<file path="config.mk">
export PLATFORM = sky130hd
export DESIGN_NAME = intr_err_status
export DESIGN_NICKNAME = d
export VERILOG_FILES = /design/src/rtl/intr_err_pkg.sv /design/src/rtl/intr_err_decode.sv /design/src/rtl/intr_err_vt_bank.sv /design/src/rtl/intr_err_gather.sv /design/src/rtl/intr_err_status.sv
export SDC_FILE = /design/constraint.sdc
export NUM_CORES = 1
export LEC_CHECK = 0
export BUFFER_PORTS_ARGS = -buffer_cell sky130_fd_sc_hd__buf_2
export CAP_MARGIN = 10
export CELL_PAD_IN_SITES_DETAIL_PLACEMENT = 0
export CELL_PAD_IN_SITES_GLOBAL_PLACEMENT = 1
export CORE_ASPECT_RATIO = 0.7
export CORE_MARGIN = 3
export CORE_UTILIZATION = 43
export CTS_CLUSTER_SIZE = 8
export DETAILED_ROUTE_END_ITERATION = 10
export PLACE_DENSITY_LB_ADDON = 0.1
export SETUP_SLACK_MARGIN = 0.4
export SLEW_MARGIN = 30
export SYNTH_ARGS = -nofsm -noshare
export SYNTH_HDL_FRONTEND = slang
export SYNTH_SLANG_ARGS = --single-unit
export TNS_END_PERCENT = 100
</file>
<file path="constraint.sdc">
create_clock -name clk -period 2.2 [get_ports clk]
set_input_delay 0.11 -clock clk [delete_from_list [all_inputs] [get_ports clk]]
set_output_delay 0.11 -clock clk [all_outputs]
set_load 0.05 [all_outputs]
</file>
<file path="src/rtl/intr_err_pkg.sv">
package intr_err_pkg;

  localparam int DATA_W = 32;
  localparam int ESR_W  = 8;

  // ESR bit positions (software visible)
  localparam int B_TX_CKSUM = 0;
  localparam int B_RX_CKSUM = 1;
  localparam int B_TX_ACC   = 2;
  localparam int B_RX_ACC   = 3;
  localparam int B_TX_VEC   = 5;
  localparam int B_RX_VEC   = 6;
  localparam int B_BAD_ADDR = 7;

  localparam logic [2:0] MODE_FIXED = 3'b000;

  typedef struct packed {
    logic       mask;
    logic [2:0] mode;
    logic [7:0] vec;
  } vt_entry_t;

  localparam vt_entry_t VT_RESET = '{mask: 1'b1, mode: 3'b000, vec: 8'h00};

  // Reserved vectors 0..15 are illegal under fixed delivery.
  function automatic logic vec_is_illegal(input logic [2:0] mode, input logic [7:0] vec);
    return (mode == MODE_FIXED) && (vec < 8'd16);
  endfunction

  function automatic vt_entry_t vt_unpack(input logic [DATA_W-1:0] w);
    vt_entry_t e;
    e.mask = w[16];
    e.mode = w[10:8];
    e.vec  = w[7:0];
    return e;
  endfunction

  function automatic logic [DATA_W-1:0] vt_pack(input vt_entry_t e);
    return {15'b0, e.mask, 5'b0, e.mode, e.vec};
  endfunction

endpackage

</file>
<file path="src/rtl/intr_err_decode.sv">
module intr_err_decode #(
  parameter int ADDR_W  = 4,
  parameter int NUM_LVT = 4
) (
  input  logic [ADDR_W-1:0]  addr,
  input  logic               wr,
  input  logic               rd,
  output logic               esr_hit,
  output logic               ent_hit,
  output logic [NUM_LVT-1:0] lvt_hit,
  output logic               esr_wr,
  output logic               ent_wr,
  output logic               bad_access
);
  localparam int LVT_BASE = 2;

  assign esr_hit = (addr == ADDR_W'(0));
  assign ent_hit = (addr == ADDR_W'(1));

  for (genvar i = 0; i < NUM_LVT; i++) begin : g_hit
    assign lvt_hit[i] = (addr == ADDR_W'(LVT_BASE + i));
  end

  assign esr_wr     = wr & esr_hit;
  assign ent_wr     = wr & ent_hit;
  assign bad_access = (wr | rd) & ~(esr_hit | ent_hit | (|lvt_hit));
endmodule

</file>
<file path="src/rtl/intr_err_vt_bank.sv">
module intr_err_vt_bank
  import intr_err_pkg::*;
#(
  parameter int NUM_LVT = 4
) (
  input  logic               clk,
  input  logic               rst_n,
  input  logic [NUM_LVT-1:0] wr_sel,
  input  logic [NUM_LVT-1:0] rd_sel,
  input  logic [DATA_W-1:0]  wdata,
  output logic [DATA_W-1:0]  rd_word,
  output logic               wr_illegal
);
  vt_entry_t ent_q [NUM_LVT];

  for (genvar i = 0; i < NUM_LVT; i++) begin : g_ent
    always_ff @(posedge clk) begin
      if (!rst_n)         ent_q[i] <= VT_RESET;
      else if (wr_sel[i]) ent_q[i] <= vt_unpack(wdata);
    end
  end

  always_comb begin
    rd_word = '0;
    for (int i = 0; i < NUM_LVT; i++)
      if (rd_sel[i]) rd_word = rd_word | vt_pack(ent_q[i]);
  end

  // Checked regardless of the mask bit being written.
  assign wr_illegal = (|wr_sel) & vec_is_illegal(wdata[10:8], wdata[7:0]);
endmodule

</file>
<file path="src/rtl/intr_err_gather.sv">
module intr_err_gather
  import intr_err_pkg::*;
(
  input  logic              clk,
  input  logic              rst_n,
  input  logic              esr_wr,
  input  logic              ent_wr,
  input  logic [DATA_W-1:0] wdata,
  input  logic [ESR_W-1:0]  incoming,
  output logic [ESR_W-1:0]  esr_q,
  output logic [ESR_W-1:0]  hidden_q,
  output logic [ESR_W-1:0]  new_bits,
  output logic              ent_mask,
  output logic [7:0]        ent_vec,
  output logic              irq,
  output logic [7:0]        irq_vec
);
  logic [ESR_W-1:0] base;
  logic             fire;

  // An ESR write opens a fresh period; same-cycle events land in it.
  assign base     = esr_wr ? '0 : hidden_q;
  assign new_bits = incoming & ~base;
  assign fire     = (|new_bits) & ~ent_mask;

  always_ff @(posedge clk) begin
    if (!rst_n) begin
      hidden_q <= '0;
      esr_q    <= '0;
      ent_mask <= 1'b1;
      ent_vec  <= 8'h00;
      irq      <= 1'b0;
      irq_vec  <= 8'h00;
    end else begin
      hidden_q <= base | incoming;
      if (esr_wr) esr_q <= hidden_q;
      if (ent_wr) begin
        ent_mask <= wdata[16];
        ent_vec  <= wdata[7:0];
      end
      irq <= fire;
      if (fire) irq_vec <= ent_vec;
    end
  end
endmodule

</file>
<file path="src/rtl/intr_err_status.sv">
module intr_err_status
  import intr_err_pkg::*;
#(
  parameter int ADDR_W  = 4,
  parameter int NUM_LVT = 4
) (
  input  logic              clk,
  input  logic              rst_n,
  input  logic              reg_wr,
  input  logic              reg_rd,
  input  logic [ADDR_W-1:0] reg_addr,
  input  logic [31:0]       reg_wdata,
  output logic [31:0]       reg_rdata,
  input  logic [3:0]        bus_err,
  input  logic              send_vec_err,
  output logic              err_irq,
  output logic [7:0]        err_irq_vec
);
  logic               esr_hit, ent_hit, esr_wr, ent_wr, bad_access;
  logic [NUM_LVT-1:0] lvt_hit;
  logic [31:0]        bank_word;
  logic               lvt_illegal, ent_illegal;
  logic [ESR_W-1:0]   incoming, esr_q, hidden_q, new_bits;
  logic               ent_mask;
  logic [7:0]         ent_vec;

  intr_err_decode #(.ADDR_W(ADDR_W), .NUM_LVT(NUM_LVT)) u_dec (
    .addr(reg_addr), .wr(reg_wr), .rd(reg_rd),
    .esr_hit(esr_hit), .ent_hit(ent_hit), .lvt_hit(lvt_hit),
    .esr_wr(esr_wr), .ent_wr(ent_wr), .bad_access(bad_access)
  );

  intr_err_vt_bank #(.NUM_LVT(NUM_LVT)) u_bank (
    .clk(clk), .rst_n(rst_n),
    .wr_sel(lvt_hit & {NUM_LVT{reg_wr}}),
    .rd_sel(lvt_hit & {NUM_LVT{reg_rd}}),
    .wdata(reg_wdata), .rd_word(bank_word), .wr_illegal(lvt_illegal)
  );

  // The error entry always delivers fixed.
  assign ent_illegal = ent_wr & vec_is_illegal(MODE_FIXED, reg_wdata[7:0]);

  always_comb begin
    incoming             = '0;
    incoming[B_TX_CKSUM] = bus_err[0];
    incoming[B_RX_CKSUM] = bus_err[1];
    incoming[B_TX_ACC]   = bus_err[2];
    incoming[B_RX_ACC]   = bus_err[3];
    incoming[B_TX_VEC]   = send_vec_err;
    incoming[B_RX_VEC]   = lvt_illegal | ent_illegal;
    incoming[B_BAD_ADDR] = bad_access;
  end

  intr_err_gather u_gat (
    .clk(clk), .rst_n(rst_n), .esr_wr(esr_wr), .ent_wr(ent_wr),
    .wdata(reg_wdata), .incoming(incoming),
    .esr_q(esr_q), .hidden_q(hidden_q), .new_bits(new_bits),
    .ent_mask(ent_mask), .ent_vec(ent_vec),
    .irq(err_irq), .irq_vec(err_irq_vec)
  );

  always_comb begin
    reg_rdata = '0;
    if (reg_rd) begin
      if (esr_hit)      reg_rdata = {24'b0, esr_q};
      else if (ent_hit) reg_rdata = {15'b0, ent_mask, 8'b0, ent_vec};
      else              reg_rdata = bank_word;
    end
  end
endmodule

</file>
==> run_results.csv, run 1 <==
group,metric,value,unit
die,die_height,87.81,µm
power,p_leak,1.838,nW
setup_path,worstPathMaxFanout,1,
grt,gr-total-overflow,0,
synth,avgSynthCellArea,10.79,µm²
worst_hold_path,worstHoldPathType,"input port to flop",
grt,globalRoute.busiestLayer,"met1",
sta,tightest_slew,1.113,ns
setup_path,slowest_delay,0.32,ns
die,design.core.area,9180,µm²
setup_path,path_buf_inv,1,
setup_path,cp.arrival,1.62,ns
route,drtPass1Iterations,5,
job,drv_cap,0,
die,start_util,0.4479,
synth,synth_cell_types,49,
synth,synth_top_area_frac,0.3506,
power,total_power,3.532,mW
synth,synth-edff-count,48,
sta,fin_skew,0.002667,ns
grt,use_met2,0.2732,
clock_tree,clock_latency,0.33,ns
layout,multi_input_area,1839,µm²
grt,gr-usage-met1,0.3218,
status,run_status,"completed",
synth,ys.warnings.count,0,
die,num_rows,29,
power,ir_worst_vdd,451.0,µV
synth,syn_inst,381,
place,post-dp-hpwl,7.443,mm
route,avgViaCountPerCell,5.527,
clock_tree,holdBufCountCts,0,
setup_path,worst_ep_required_time,2.09,ns
synth,synth_area,4111,µm²
sta,hold_viol_final,0,
place,port_buffers,45,
sta,finalCritPeriodShare,0.7858,
clock_tree,htree_levels,3,
setup_path,critPathKind,"flop to primary output",
grt,grt_max_degree,26,
grt,track_usage,0.2011,
layout,seq_area,2123,µm²
synth,synth_top_cell_by_area,"edfxtp_1",
layout,drive_above_1_share,0.2511,
grt,grt_pass1_wl,16.14,mm
clock_tree,clk_pin_slew,0.06,ns
synth,synth_area_leaders,"edfxtp_1 (35%), dfxtp_1 (17%), and2_1 (6.7%)",
die,ios,86,
setup_path,slowest_stage,"edfxtp_1",
route,drc,0,
power,pwr_density_cell,727.0,nW/µm²
setup_path,start_kind,"flop",
route,wire_per_inst,18.62,µm
sta,grt_setup_unrepaired,"true",
route,route.vias.total,3106,
sta,drv_slew,0,
sta,finalCriticalPeriod,1.729,ns
sta,fin_tns_setup,0,ns
route,routed_wl,10.47,mm
route,drtIter0Drc,265,
clock_tree,cts_tree,"built",
grt,first_global_vias,2750,
synth,synth-seq-area-share,0.5161,
clock_tree,numCtsBuffers,9,
die,die_w,122.9,µm
sta,setup_viol,0,
layout,antenna_cells,0,
setup_path,crit_path_end_kind,"primary output",
clock_tree,cts_sinks,82,
route,detail-route-antenna-nets,0,
layout,areaGrowthSynthToFinish,18.17,%
synth,synth_ff_type,"edfxtp_1",
clock_tree,max-clock-path-buffers,2,
layout,nNetsFinal,479,
clock_tree,cts-root-buf,"clkbuf_16",
layout,fillers,829,
synth,async_reset_ff_frac,0,
place,globalplace.congestion,0.8104,
setup_path,critical_path.top_delay_family,"simple AND/OR/NAND/NOR gates",
synth,ys_seq_elements,82,
sta,fmax,578.5,MHz
grt,antenna_found_initial,0,
sta,relSlewSlack,0.2523,
setup_path,crit_chain,"nor4bb_1 > a31oi_1 > o221ai_1 > a22oi_1 > nor2b_1 > buf_4",
grt,use_met3,0.04390,
die,fp.dieArea,10790,µm²
-- cell usage after synthesis, drive strengths merged, types with 9 or more instances --
| master | count |
|---|---|
| a21boi | 14 |
| a21oi | 20 |
| a222oi | 10 |
| and2 | 44 |
| buf | 28 |
| clkbuf | 19 |
| dfxtp | 34 |
| edfxtp | 48 |
| mux2i | 9 |
| nand2 | 27 |
| nand3 | 12 |
| nand4 | 10 |
| nor2b | 20 |
-- cells in the final DEF (no fill, tap or decap), drive strengths merged, types with 5 or more instances in the layout --
master | netlist | layout
buf | 28 | 68
o211ai | 8 | 8
a222oi | 10 | 10
edfxtp | 48 | 48
nand2b | 8 | 8
nor2 | 5 | 5
a21boi | 14 | 14
nor2b | 20 | 20
a21oi | 20 | 20
o21ai | 6 | 6
and2 | 44 | 44
nand4 | 10 | 10
clkbuf | 19 | 13
nand3 | 12 | 12
conb | 1 | 20
o311ai | 8 | 8
a32oi | 8 | 8
dfxtp | 34 | 34
mux2 | 6 | 6
nand2 | 27 | 27
mux2i | 9 | 9
and3 | 6 | 6
-- stage by stage --
step | hold slack, ns | area [µm²] | utilization | worst slack (ns) | instances
floorplan | 0.2351 | 4217 | - | 0.2930 | 400
global placement | 0.3741 | 4534 | 0.4939 | 0.2466 | 546
detailed placement | 0.3779 | 4534 | 0.4939 | 0.2276 | 546
CTS | 0.02570 | 4821 | 0.5251 | 0.3945 | 562
global route | 0.05213 | 4858 | 0.5292 | 0.3302 | 562
finish | 0.04292 | 4858 | 0.5292 | 0.4713 | 562
-- per-layer routing --
| layer | routed length [µm] | share of wire | up-vias |
|---|---|---|---|
| li1 | - | - | 1489 |
| met1 | 5288 | 0.51 | 1491 |
| met2 | 4310 | 0.41 | 118 |
| met3 | 798 | 0.076 | 8 |
| met4 | 68 | 0.0065 | 0 |
| met5 | 0 | 0 | - |
-- what timing repair did --
item,4_1_cts,5_1_grt
gates resized for setup,1,21
setup buffers,1,0
pin swaps,1,4
setup endpoints to repair,9,12
-- worst reg2reg max path: cells and delay by family, from the launching register on --
kind	cells	cell delay [ns]
compound gates	3	0.84
buf+inv	2	0.25
flops	1	0.35
simple gates	1	0.14
-- worst paths after layout --
| kind | from | end | slack, ns | depth (start not counted) |
|---|---|---|---|---|
| setup / recovery | u_bank.ent_q[0][2]$_SDFFCE_PN0P_ | reg_rdata[2] | 0.47 | 6 |
| hold / removal | bus_err[2] | u_gat.hidden_q[2]$_SDFF_PN0_ | 0.04 | 3 |
| setup reg to reg | u_gat.hidden_q[2]$_SDFF_PN0_ | u_gat.irq_vec[3]$_SDFFE_PN0P_ | 0.49 | 6 |
| hold reg to reg | u_gat.esr_q[0]$_SDFFE_PN0P_ | u_gat.esr_q[0]$_SDFFE_PN0P_ | 0.47 | 2 |
-- cell families after synthesis --
logic type      share of synthesized area
buf+inv                           0.06786
compound gates                     0.1619
simple gates                       0.2127
other cells                     0.0009121
flops                              0.5161
mux                               0.03834
xor+xnor                         0.002131
-- area by class of cell --
cell class,count,area share
multi-input combinational,268,0.3786
clock buffer,11,0.04790
tap,124,0.03193
timing repair buffer,70,0.09323
sequential,82,0.4370
clock inverter,4,0.009014
inverter,3,0.002318
-- report_power, final --
| group | internal, mW | total, mW | switching, mW |
|---|---|---|---|
| clock network | 0.865 | 1.43 | 0.566 |
| registers | 1.69 | 1.71 | 0.0251 |
| logic | 0.105 | 0.388 | 0.283 |
-- sequential cells by signal (all words and copies together) (netlist names) --
| signal | cells |
|---|---|
| u_gat.irq | 1 |
| u_gat.ent_vec | 8 |
| u_gat.hidden_q | 8 |
| u_gat.esr_q | 8 |
| u_gat.ent_mask | 1 |
| u_gat.irq_vec | 8 |
| u_bank.ent_q | 48 |
(Power assumes the default switching activity.)
==> inputs of run 2 (changes only) <==
--- a/config.mk
+++ b/config.mk
@@ -11,7 +11,7 @@
 export CELL_PAD_IN_SITES_GLOBAL_PLACEMENT = 1
 export CORE_ASPECT_RATIO = 0.7
 export CORE_MARGIN = 3
-export CORE_UTILIZATION = 43
+export CORE_UTILIZATION = 38
 export CTS_CLUSTER_SIZE = 8
 export DETAILED_ROUTE_END_ITERATION = 10
 export PLACE_DENSITY_LB_ADDON = 0.1
==> constraint.sdc (replaced) <==
create_clock -name clk -period 1.5 [get_ports clk]
set_input_delay 0.075 -clock clk [delete_from_list [all_inputs] [get_ports clk]]
set_output_delay 0.075 -clock clk [all_outputs]
set_load 0.05 [all_outputs]
==> run 2 against run 1 <==
  * The run now ends with setup timing left
  * Largest power group unchanged
  * Sequential share of layout area decreased by 6.9 points
  * Clock-buffer cell count unchanged
  * Design area increased by 19%
  * Clock power increased by 38%
  * Critical path type unchanged
  * Utilization increased by 2.6 points
  * Combinational power increased by 100%
==> run_results.csv, run 2 (synthesized netlist as in run 1, its figures left out) <==
group,metric,value,unit
clock_tree,clock_latency,0.34,ns
power,ir_worst_vdd,479.8,µV
sta,fmax,590.7,MHz
sta,finalCritPeriodShare,1.129,
die,ios,86,
sta,worst_slack,-0.1930,ns
sta,relSlewSlack,0.3700,
status,run_status,"finished, violations left",
worst_hold_path,worstHoldPathType,"input port to flop",
die,design.core.area,10430,µm²
setup_path,critical_path.top_delay_family,"compound AO/OA/AOI/OAI gates",
grt,grt_pass1_wl,18.42,mm
route,avgViaCountPerCell,5.441,
sta,grt_setup_unrepaired,"true",
grt,antenna_found_initial,0,
route,drtPass1Iterations,4,
setup_path,worstPathMaxFanout,2,
sta,drv_slew,0,
power,pwr_density_cell,908.8,nW/µm²
layout,antenna_cells,0,
sta,fin_skew,0.003546,ns
sta,fin_tns_setup,-1.672,ns
clock_tree,numCtsBuffers,9,
clock_tree,cts_tree,"built",
setup_path,crit_path_end_kind,"primary output",
status,violations,"setup timing",
layout,final_area,5798,µm²
layout,top_register,"u_bank.ent_q",
grt,gr-total-overflow,0,
place,post-dp-hpwl,8.158,mm
die,start_util,0.3941,
route,met3_length,712,µm
route,met1_length,6.055,mm
layout,layout_common_cells,"buf_4 (62), edfxtp_1 (48), and2_1 (44), buf_2 (27), dfxtp_1 (23)",
die,die_w,130.3,µm
setup_path,slowest_stage,"a222oi_1",
clock_tree,htree_levels,3,
sta,hold_viol_final,0,
setup_path,worst_ep_required_time,1.42,ns
sta,setup_viol,14,
grt,grt_max_degree,22,
clock_tree,cts_sinks,82,
clock_tree,max-clock-path-buffers,2,
layout,areaGrowthSynthToFinish,41.02,%
setup_path,start_kind,"flop",
sta,finalCriticalPeriod,1.693,ns
setup_path,slowest_delay,0.43,ns
route,routed_wl,12.10,mm
die,fp.dieArea,12120,µm²
layout,final_common_cell,"buf_4",
route,route.vias.total,3395,
setup_path,path_buf_inv,1,
clock_tree,cts-root-buf,"clkbuf_16",
setup_path,crit_chain,"mux2_4 > a222oi_1 > a21boi_4 > buf_6",
layout,largest_reg_flops,48,
clock_tree,clk_pin_slew,0.06,ns
place,globalplace.congestion,0.7433,
sta,tightest_slew,0.9398,ns
layout,utilization,0.5557,
job,drv_cap,0,
route,drtIter0Drc,237,
die,die_height,93.03,µm
route,detail-route-antenna-nets,0,
power,p_leak,2.235,nW
route,wire_per_inst,19.39,µm
route,wl_met2,5.179,mm
setup_path,critPathKind,"flop to primary output",
die,num_rows,31,
layout,fillers,911,
layout,drive_above_1_share,0.4187,
layout,nNetsFinal,533,
place,port_buffers,45,
grt,track_usage,0.2029,
setup_path,cp.arrival,1.62,ns
route,dr.max_layer_used,"met4",
route,drc,0,
place,dpl_cell_area,5105,µm²
grt,first_global_vias,3284,
[run 2: cell count changes in the layout (fill, tap and decap cells not counted), sizes merged]
cell         previous run  this run
clkbuf                 13        14
and3                    6         7
buf                    68       115
nand2                  27        28
clkinvlp                0         1
bufinv                  1         0
dlygate4sd3             0         4
[run 2: repair_timing]
action | in CTS | in global routing
setup buffers | 2 | 5
endpoints found under the setup margin | 78 | 65
pin swaps | 19 | 13
hold buffers | 4 | 0
gates cloned | 1 | 2
endpoints found under the hold margin | 4 | 0
gates resized for setup | 62 | 23
[run 2: area by class of cell]
| class | count | area [µm²] | share of cell area |
|---|---|---|---|
| clock buffers | 11 | 232.7 | 0.04014 |
| inverters | 3 | 11.26 | 0.001942 |
| repair buffers | 122 | 1003 | 0.1731 |
| clock inverters | 4 | 20.02 | 0.003453 |
| well taps | 132 | 165.2 | 0.02849 |
| multi-input cells | 270 | 2230 | 0.3845 |
| flip-flops and latches | 82 | 2136 | 0.3684 |
[run 2: path summary, 6_finish.rpt]
| check | start | end | slack [ns] | cells past startpoint |
|---|---|---|---|---|
| worst max-delay path | u_gat.esr_q[0]$_SDFFE_PN0P_ | reg_rdata[0] | -0.19 | 4 |
| worst min-delay path | reg_wdata[16] | u_gat.ent_mask$_SDFFE_PN1N_ | 0.05 | 3 |
| worst max register to register | u_gat.hidden_q[2]$_SDFF_PN0_ | u_gat.irq_vec[2]$_SDFFE_PN0P_ | -0.18 | 6 |
| worst min register to register | u_gat.esr_q[6]$_SDFFE_PN0P_ | u_gat.esr_q[6]$_SDFFE_PN0P_ | 0.46 | 2 |
[run 2: metal layers]
layer	GRT usage	up-vias
met4	0.05363	0
met2	0.2910	96
met1	0.3092	1680
li1	-	1609
met3	0.04167	10
met5	0	-
[run 2: where the power goes]
part / leakage [nW] / total (mW) / internal [mW] / switching (mW)
clock network: 0.120 / 1.97 / 1.10 / 0.868
registers: 0.741 / 2.52 / 2.48 / 0.0386
logic: 1.37 / 0.788 / 0.288 / 0.500
[run 2: metrics by stage]
step | setup WS (ns) | hold slack (ns) | total power, mW | std cells
2_1_floorplan | 0.01891 | 0.2001 | 3.054 | 400
3_5_place_dp | -0.2833 | 0.3445 | 3.255 | 595
3_3_place_gp | -0.3562 | 0.3405 | 3.246 | 595
4_1_cts | -0.2153 | 0.03099 | 5.266 | 617
5_1_grt | -0.2946 | 0.07570 | 5.461 | 624
6_report | -0.1930 | 0.05145 | 5.270 | 624
[run 2: worst register-to-register path, delay by kind of cell, from the launching register on]
family	cells	cell delay, ns
AO/OA/AOI/OAI	3	0.82
AND/OR/NAND/NOR	1	0.19
buffers and inverters	2	0.22
flip-flops	1	0.32
==> inputs of run 3 (changes only) <==
--- a/config.mk
+++ b/config.mk
@@ -11,7 +11,7 @@
 export CELL_PAD_IN_SITES_GLOBAL_PLACEMENT = 1
 export CORE_ASPECT_RATIO = 0.7
 export CORE_MARGIN = 3
-export CORE_UTILIZATION = 38
+export CORE_UTILIZATION = 43
 export CTS_CLUSTER_SIZE = 8
 export DETAILED_ROUTE_END_ITERATION = 10
 export PLACE_DENSITY_LB_ADDON = 0.1
==> constraint.sdc (replaced) <==
create_clock -name clk -period 1.9 [get_ports clk]
set_input_delay 0.095 -clock clk [delete_from_list [all_inputs] [get_ports clk]]
set_output_delay 0.095 -clock clk [all_outputs]
set_load 0.05 [all_outputs]
==> run 3 against run 2 <==
  * The flow now finishes without violations
  * Design area decreased by 8.6%
  * Global-route usage increased by 1.4 points
  * Flip-flop and latch count unchanged
  * Routed wire length decreased by 8.7%
  * Utilization increased by 2.2 points
  * Clock power decreased by 22%
  * Combinational power decreased by 32%
  * Critical endpoint is now u_gat.irq_vec[0]$_SDFFE_PN0P_
  * Highest routed layer unchanged
==> run_results.csv, run 3 (synthesized netlist as in run 1, its figures left out) <==
group,metric,value,unit
status,run_status,"completed",
die,start_util,0.4479,
layout,largest_reg_flops,48,
setup_path,r2r_cells,6,
sta,finalCriticalPeriod,1.769,ns
setup_path,crit_path_end_kind,"flop",
power,pwr_density_cell,767.3,nW/µm²
route,detail-route-antenna-nets,0,
job,drv_cap,0,
worst_hold_path,hold_path_depth,3,
power,total_power,4.068,mW
sta,hold_viol_final,0,
grt,grt_max_degree,24,
grt,first_global_vias,3154,
place,port_buffers,45,
route,avgViaCountPerCell,5.576,
route,routed_wl,11.04,mm
sta,drv_slew,0,
place,globalplace.congestion,0.7815,
sta,setup_viol,0,
setup_path,worst_ep_required_time,2.10,ns
sta,tightest_slew,0.7428,ns
route,drtPass1Iterations,5,
place,dpl_cell_area,4718,µm²
worst_hold_path,worstHoldPathType,"input port to flop",
layout,fin_cells,580,
sta,relSlewSlack,0.5032,
place,post-dp-hpwl,7.627,mm
route,wire_per_inst,19.04,µm
clock_tree,cts_sinks,82,
layout,antenna_cells,0,
route,drc,0,
clock_tree,numCtsBuffers,9,
setup_path,worstPathMaxFanout,4,
clock_tree,clk_pin_slew,0.06,ns
sta,finalCritPeriodShare,0.9311,
die,num_rows,29,
layout,final_area,5301,µm²
die,design.core.area,9180,µm²
grt,grt_pass1_wl,17.37,mm
grt,antenna_found_initial,0,
die,die_height,87.81,µm
sta,hold_slack,0.03160,ns
place,dp_cells,559,
route,route.vias.total,3234,
layout,nNetsFinal,496,
setup_path,critPathKind,"flop to flop",
route,drtIter0Drc,259,
setup_path,start_kind,"flop",
power,ir_worst_vdd,545.5,µV
die,fp.dieArea,10790,µm²
die,die_w,122.9,µm
layout,final_common_cell,"edfxtp_1",
grt,track_usage,0.2171,
die,ios,86,
layout,areaGrowthSynthToFinish,28.94,%
clock_tree,max-clock-path-buffers,2,
layout,top_register,"u_bank.ent_q",
layout,drive_above_1_share,0.3289,
sta,fin_tns_setup,0,ns
layout,layout_common_cells,"edfxtp_1 (48), and2_1 (44), buf_4 (39), buf_2 (30), dfxtp_1 (29)",
grt,gr-total-overflow,0,
sta,fmax,565.3,MHz
clock_tree,cts_tree,"built",
setup_path,r2r_slack,0.13,ns
power,p_leak,1.986,nW
sta,grt_setup_unrepaired,"true",
clock_tree,htree_levels,3,
setup_path,cp.arrival,1.97,ns
clock_tree,cts-root-buf,"clkbuf_16",
sta,fin_skew,0.003503,ns
clock_tree,clock_latency,0.34,ns
run 3: cell count changes in the layout (fill, tap and decap cells not counted), moves of 5 or more:
cell / previous run / this run
buf_4: 62 / 39
buf_6: 22 / 14
dfxtp_1: 23 / 29
dfxtp_2: 11 / 4
nand2_1: 17 / 25
nand2_4: 5 / 0
o311ai_2: 8 / 1
o311ai_4: 0 / 5
run 3: layer usage:
metal,global-route usage,up-vias,share of wire
li1,-,1527,-
met1,0.3282,1585,0.49
met2,0.3123,111,0.43
met3,0.04713,11,0.068
met4,0.06199,0,0.013
met5,0,-,0
run 3: final timing paths:
check                                                   from                             to
worst max-delay path            u_gat.hidden_q[2]$_SDFF_PN0_  u_gat.irq_vec[0]$_SDFFE_PN0P_
worst min register to register   u_gat.esr_q[6]$_SDFFE_PN0P_    u_gat.esr_q[6]$_SDFFE_PN0P_
worst min-delay path                              bus_err[1]   u_gat.hidden_q[1]$_SDFF_PN0_
worst max register to register  u_gat.hidden_q[2]$_SDFF_PN0_  u_gat.irq_vec[0]$_SDFFE_PN0P_
run 3: critical path: stages (launching register included):
cell	delay [ns]
dfxtp_2	0.33
inv_2	0.03
a222oi_1	0.42
nand4_1	0.23
buf_2	0.22
o311ai_1	0.27
o211ai_1	0.14
run 3: area by class of cell:
| class | instances | area, µm² |
|---|---|---|
| clock buffers | 12 | 236.5 |
| clock inverters | 4 | 18.77 |
| fillers | 784 | 3879 |
| inverters | 3 | 11.26 |
| multi-input cells | 268 | 2091 |
| flip-flops and latches | 82 | 2131 |
| well taps | 124 | 155.1 |
| repair buffers | 87 | 658.1 |
run 3: through the flow:
stage                       util  worst slack, ns
after floorplan                -           0.3470
after global placement    0.5140          0.09990
after detailed placement  0.5140          0.06870
after CTS                 0.5718           0.2067
after global routing      0.5775          0.05291
final                     0.5775           0.1310
run 3: power by group:
part	internal [mW]	switching [mW]
clock	0.873	0.670
sequential	1.95	0.0318
combinational	0.172	0.367
total	3.00	1.07
run 3: what timing repair did:
action,CTS,global route
cloned,1,0
pin swaps,42,10
buffers inserted,3,1
hold buffers,0,0
endpoints found under the setup margin,21,21
gates resized for setup,69,15
